<file path="config.mk">
export PLATFORM = sky130hd
export DESIGN_NAME = pulse_width_meter
export DESIGN_NICKNAME = d
export VERILOG_FILES = /design/src/rtl/pwm_pkg.sv /design/src/rtl/pwm_sync.sv /design/src/rtl/pwm_gate.sv /design/src/rtl/pwm_sat_counter.sv /design/src/rtl/pulse_width_meter.sv
export SDC_FILE = /design/constraint.sdc
export NUM_CORES = 1
export LEC_CHECK = 0
export CORE_MARGIN = 2
export CORE_UTILIZATION = 48
export DETAILED_ROUTE_END_ITERATION = 6
export GPL_ROUTABILITY_DRIVEN = 0
export PLACE_DENSITY_LB_ADDON = 0.25
export SKIP_CTS_REPAIR_TIMING = 1
export SYNTH_ARGS = -nofsm -noshare
export SYNTH_HDL_FRONTEND = slang
export SYNTH_HIERARCHICAL = 1
export SYNTH_SLANG_ARGS = --single-unit
</file>
<file path="constraint.sdc">
create_clock -name clk -period 1.8 [get_ports clk]
set_input_delay 0.36 -clock clk [delete_from_list [all_inputs] [get_ports clk]]
set_output_delay 0.36 -clock clk [all_outputs]
set_load 0.05 [all_outputs]
</file>
<file path="src/rtl/pwm_pkg.sv">
package pwm_pkg;

    // Controller phases of one measurement
    typedef enum logic [1:0] {
        ST_ARMED   = 2'd0,
        ST_COUNT   = 2'd1,
        ST_HOLDING = 2'd2
    } meas_state_e;

    // Commands from the controller to the counter
    typedef struct packed {
        logic clear;
        logic enable;
    } cnt_ctl_t;

    // Extra edges from the last synchronized high sample to the result flag
    localparam int unsigned CAPTURE_LATENCY = 1;

endpackage

</file>
<file path="src/rtl/pwm_sync.sv">
module pwm_sync #(
    parameter int unsigned STAGES = 2
) (
    input  logic clk,
    input  logic rst,
    input  logic async_in,
    output logic sync_out
);
    logic [STAGES-1:0] chain;

    // Stages reset high so that a pulse already in progress at reset
    // does not look like a fresh rising transition.
    for (genvar g = 0; g < STAGES; g++) begin : g_stage
        if (g == 0) begin : g_first
            always_ff @(posedge clk) begin
                if (rst) chain[g] <= 1'b1;
                else     chain[g] <= async_in;
            end
        end else begin : g_next
            always_ff @(posedge clk) begin
                if (rst) chain[g] <= 1'b1;
                else     chain[g] <= chain[g-1];
            end
        end
    end

    assign sync_out = chain[STAGES-1];
endmodule

</file>
<file path="src/rtl/pwm_gate.sv">
module pwm_gate
    import pwm_pkg::*;
(
    input  logic     clk,
    input  logic     rst,
    input  logic     level,
    input  logic     ack,
    output cnt_ctl_t ctl,
    output logic     capture,
    output logic     done,
    output logic     missed
);
    meas_state_e state;
    logic        level_q;
    logic        rise;

    assign rise = level & ~level_q;

    always_comb begin
        ctl.enable = ((state == ST_ARMED) && rise) || ((state == ST_COUNT) && level);
        ctl.clear  = (state == ST_HOLDING) && ack;
        capture    = (state == ST_COUNT) && !level;
    end

    always_ff @(posedge clk) begin
        if (rst) begin
            state   <= ST_ARMED;
            level_q <= 1'b1;
            done    <= 1'b0;
            missed  <= 1'b0;
        end else begin
            level_q <= level;
            unique case (state)
                ST_ARMED: if (rise) state <= ST_COUNT;
                ST_COUNT: if (!level) begin
                    state <= ST_HOLDING;
                    done  <= 1'b1;
                end
                ST_HOLDING: begin
                    if (ack) begin
                        state  <= ST_ARMED;
                        done   <= 1'b0;
                        missed <= 1'b0;
                    end else if (rise) begin
                        missed <= 1'b1;
                    end
                end
                default: state <= ST_ARMED;
            endcase
        end
    end

    AST_DONE_HOLDS: assert property (@(posedge clk) disable iff (rst)
        done && !ack |=> done);
    AST_ACK_CLEARS_FLAGS: assert property (@(posedge clk) disable iff (rst)
        done && ack |=> !done && !missed);
    AST_MISSED_WHILE_DONE: assert property (@(posedge clk) disable iff (rst)
        $rose(missed) |-> done);
    AST_NO_COUNT_WHILE_HOLDING: assert property (@(posedge clk) disable iff (rst)
        done |-> !ctl.enable);
endmodule

</file>
<file path="src/rtl/pwm_sat_counter.sv">
module pwm_sat_counter
    import pwm_pkg::*;
#(
    parameter int unsigned WIDTH = 20
) (
    input  logic             clk,
    input  logic             rst,
    input  cnt_ctl_t         ctl,
    output logic [WIDTH-1:0] count,
    output logic             saturated
);
    localparam logic [WIDTH-1:0] MAX_COUNT = {WIDTH{1'b1}};

    always_ff @(posedge clk) begin
        if (rst || ctl.clear) begin
            count     <= '0;
            saturated <= 1'b0;
        end else if (ctl.enable) begin
            if (count == MAX_COUNT) saturated <= 1'b1;
            else                    count     <= count + 1'b1;
        end
    end

    AST_NO_WRAP: assert property (@(posedge clk) disable iff (rst)
        (count == MAX_COUNT) && ctl.enable && !ctl.clear |=> count == MAX_COUNT);
    AST_CLEAR_ZEROES: assert property (@(posedge clk) disable iff (rst)
        ctl.clear |=> count == '0 && !saturated);
endmodule

</file>
<file path="src/rtl/pulse_width_meter.sv">
module pulse_width_meter
    import pwm_pkg::*;
#(
    parameter int unsigned COUNT_W     = 20,
    parameter int unsigned SYNC_STAGES = 2
) (
    input  logic               clk,
    input  logic               rst,
    input  logic               pulse_in,
    input  logic               ack,
    output logic               done,
    output logic [COUNT_W-1:0] width,
    output logic               overflow,
    output logic               missed
);
    logic               level;
    cnt_ctl_t           ctl;
    logic               capture;
    logic [COUNT_W-1:0] count;
    logic               saturated;

    pwm_sync #(.STAGES(SYNC_STAGES)) sync_i (
        .clk      (clk),
        .rst      (rst),
        .async_in (pulse_in),
        .sync_out (level)
    );

    pwm_gate gate_i (
        .clk     (clk),
        .rst     (rst),
        .level   (level),
        .ack     (ack),
        .ctl     (ctl),
        .capture (capture),
        .done    (done),
        .missed  (missed)
    );

    pwm_sat_counter #(.WIDTH(COUNT_W)) cnt_i (
        .clk       (clk),
        .rst       (rst),
        .ctl       (ctl),
        .count     (count),
        .saturated (saturated)
    );

    // Result register loaded on the first low sample after a pulse
    always_ff @(posedge clk) begin
        if (rst)          width <= '0;
        else if (capture) width <= count;
    end

    assign overflow = saturated;

    AST_WIDTH_HELD: assert property (@(posedge clk) disable iff (rst)
        done && !ack |=> $stable(width));
    AST_OVERFLOW_HELD: assert property (@(posedge clk) disable iff (rst)
        done && !ack |=> $stable(overflow));
    AST_DONE_AFTER_CAPTURE: assert property (@(posedge clk) disable iff (rst)
        $rose(done) |-> $past(capture));
endmodule

</file>
==> summary.md <==
| Metric | Value |
|---|---|
| Clock Power Share | `0.364` |
| CP top delay family | `simple AND/OR/NAND/NOR gates` |
| Final setup viols | `0` |
| Critical path data arrival time | `1.97 ns` |
| Worst vdd ir | `421.8 µV` |
| Synth Area in Adders | `0.006200` |
| Worst Path Buf+Inv | `0` |
| Skew final | `0.003487 ns` |
| Final Total Pwr | `0.001781 W` |
| Internal Pwr Total | `0.001405 W` |
| Switching portion of total power | `0.2114` |
| Nets@finish | `264` |
| Net Sw Power | `0.0003765 W` |
| Std-Cell Rows | `23` |
| Power per standard cell area | `676.3 nW/µm²` |
| Largest family of logic cells by synthesized area | `simple AND/OR/NAND/NOR gates` |
| R2r endpoint | `cnt_i/count[18]` |
| Crit Path Max Fanout | `5` |
| Detailed placement HPWL | `2894 µm` |
| Initial Util | `0.5009` |
| RSZ-0062 raised after global routing | `true` |
| Buffers on Ports | `26` |
| Critical path startpoint | `gate_i/level_q` |
| Clock transition at the registers of the reported paths | `0.08 ns` |
| Gate power share | `0.036` |
| Static leakage | `0.9988 nW` |
| Endpoints failing hold | `0` |
| Die width | `68.84 µm` |
| Final core occ | `0.6537` |
| WL/cell | `13.27 µm` |
| R2r worst-path depth | `7` |
| Simple-Gate Fraction of Synth Area | `0.2474` |
| Rel. slew slack | `0.7089` |
| Crit path max-delay cell type | `nor4_4` |
| First-pass GRT wire length | `6306 µm` |
| Pin count of the biggest net entering global routing | `28` |
| Yosys Warn Count | `6` |
| Reg power frac | `0.600` |
| WHS Endpoint | `sync_i/sync_out` |
| Fmax | `0.5627 GHz` |
| Crit path kind | `flip-flop to flip-flop` |
| Worst R2R Start | `gate_i/level_q` |
| Most frequent cells after synthesis | `dfxtp_1 (48), nor2_1 (40), mux2i_1 (22), xnor2_1 (14)` |
| DRC viols | `0` |
| Cell area after layout | `2634 µm²` |
| Startpoint Class | `flip-flop` |
| Avg Inst Size Synth | `9.845 µm²` |
| 1st-iter DRT viols | `51` |
| Final slew viol count | `0` |
| Critical Path End Type | `flip-flop` |
| R2R Setup Slk | `0.02 ns` |
| Gr ovfl total | `0` |
| GRT Util Overall | `0.1814` |
| Vias in the first global route | `1367` |
| Full die area | `4739 µm²` |
| Total core area | `4029 µm²` |
| Number of flops mapped to enable cells by yosys | `0` |
| Routed Antenna Nets | `0` |
| Main flop type after synthesis | `dfxtp_1` |
| Synth top area share | `0.4761` |
| H-Tree Depth | `2` |
| Mux contribution to synthesized area | `0.1091` |
| CP most frequent cell | `nand4_1` |
| Most common cell in the netlist | `dfxtp_1` |
| Layout cells sized above 1 | `0.3077` |
| Final period util | `0.9873` |
| CTS Sinks | `48` |
| Longest Clk Path Bufs | `2` |
| Number of CTS-inserted buffers | `5` |
| Synth cell types | `38` |
| Area grow syn2layout | `30.50%` |
| Vias per cell | `5.145` |
| Synth Instances | `205` |
| Die Y | `68.84 µm` |
| Worst Hold Class | `flip-flop to flip-flop` |
| Crit-path cells | `nor2b_4 -> nor3b_4 -> nand4_1 -> nor4_4 -> nand4_1 -> mux2i_1 -> nor2_1` |
| Final min period | `1.777 ns` |
| Routed WL | `4115 µm` |
| Worst EP required | `1.99 ns` |
| Post-Synth XOR/XNOR Area | `0.06510` |
| Seq/Total Area, Yosys | `0.4761` |
| Max_cap viols | `0` |
| CP peak stage delay | `0.34 ns` |
| CTS tree | `done` |
| Seq cells post-synth | `48` |
| Drt first pass iters | `4` |
| Initial antenna violation count | `0` |
| Syn nets | `210` |
| Top post-synthesis cells by area | `dfxtp_1 (48%), mux2i_1 (11%), nor2_1 (7.4%)` |
| Hold path depth | `1` |
| Run status | `finished clean` |
| Post-synth top area cell | `dfxtp_1` |
| Post-synthesis compound-gate area fraction | `0.06138` |
| CTS root buffer | `clkbuf_8` |
| Clock latency at the later pin of the worst-skew pair | `0.29 ns` |
| Hold_sp | `sync_i/chain[0]` |
| Vias | `1595` |
| Synth async-reset ratio | `0` |
| Cell Area, Synth | `2018 µm²` |
| Dpl cell area | `2442 µm²` |
| Slew @ Worst Pin | `0.4357 ns` |
| Diode count | `0` |
| Ports | `27` |
[flip-flops by register name, summed over array words and instances, names as in the netlist]
| signal | cells |
|---|---|
| cnt_i/count | 20 |
| cnt_i/saturated | 1 |
| gate_i/done | 1 |
| sync_i/sync_out | 1 |
| width | 20 |
| gate_i/level_q | 1 |
| gate_i/missed | 1 |
| gate_i/state | 2 |
| sync_i/chain | 1 |
[per-stage QoR]
stage	instances	hold slack, ns	TNS [ns]	worst slack [ns]
after floorplan	205	0.3832	0	0.01498
after global placement	298	0.3927	0	0.006448
after detailed placement	298	0.3956	-0.2845	-0.08001
after CTS	306	0.4150	-0.3312	-0.08218
after global routing	310	0.4375	-0.6740	-0.1566
final	310	0.4100	0	0.02288
[power groups by stage]
| stage | clock (W) | sequential, W | combinational [W] |
|---|---|---|---|
| 4_1_cts | 0.000666 | 0.00107 | 0.0000596 |
| 2_1_floorplan | 0 | 0.00110 | 0.0000288 |
| 6_report | 0.000648 | 0.00107 | 0.0000638 |
| 5_1_grt | 0.000711 | 0.00107 | 0.0000700 |
| 3_5_place_dp | 0 | 0.00109 | 0.0000595 |
| 3_3_place_gp | 0 | 0.00109 | 0.0000596 |
[worst max-delay path by stage]
stage	end	slack, ns	cells after the start
after floorplan	cnt_i/count[18]	0.01	7
after global placement	cnt_i/count[18]	0.006	7
after detailed placement	cnt_i/count[14]	-0.08	7
after CTS	cnt_i/count[18]	-0.08	7
after global routing	cnt_i/count[14]	-0.16	7
final	cnt_i/count[18]	0.02	7
[cell type report]
| class | count | area, µm² |
|---|---|---|
| Clock buffer | 6 | 82.58 |
| Clock inverter | 2 | 10.01 |
| Fill cell | 350 | 1395 |
| Inverter | 5 | 18.77 |
| Multi-Input combinational cell | 145 | 1060 |
| Sequential cell | 48 | 962.2 |
| Tap cell | 50 | 62.56 |
| Timing Repair Buffer | 54 | 437.9 |
[layout by cell type, fill, tap and decap left out, types with 4 or more instances in the layout]
cell type	n
inv_1	5
xnor2_1	14
nor3_1	4
nand4_1	7
clkbuf_8	6
nor2_1	39
nand2_1	6
dfxtp_1	47
mux2i_1	22
nand3_1	6
a21oi_1	7
buf_4	49
[per-layer routing]
layer,up-vias,GRT usage,part of all wire
met5,-,0,0
met4,0,0.05882,0.013
met3,5,0.04870,0.031
met2,20,0.2993,0.47
met1,741,0.2301,0.48
li1,829,-,-
[kinds of logic after synthesis]
logic type	after synthesis
AO/OA/AOI/OAI	17
AND/OR/NAND/NOR	90
adder cells (fa/ha/maj)	1
buffers and inverters	12
flip-flops	48
multiplexers	22
XOR/XNOR	15
Note: power is estimated with default switching activity, not from simulation.
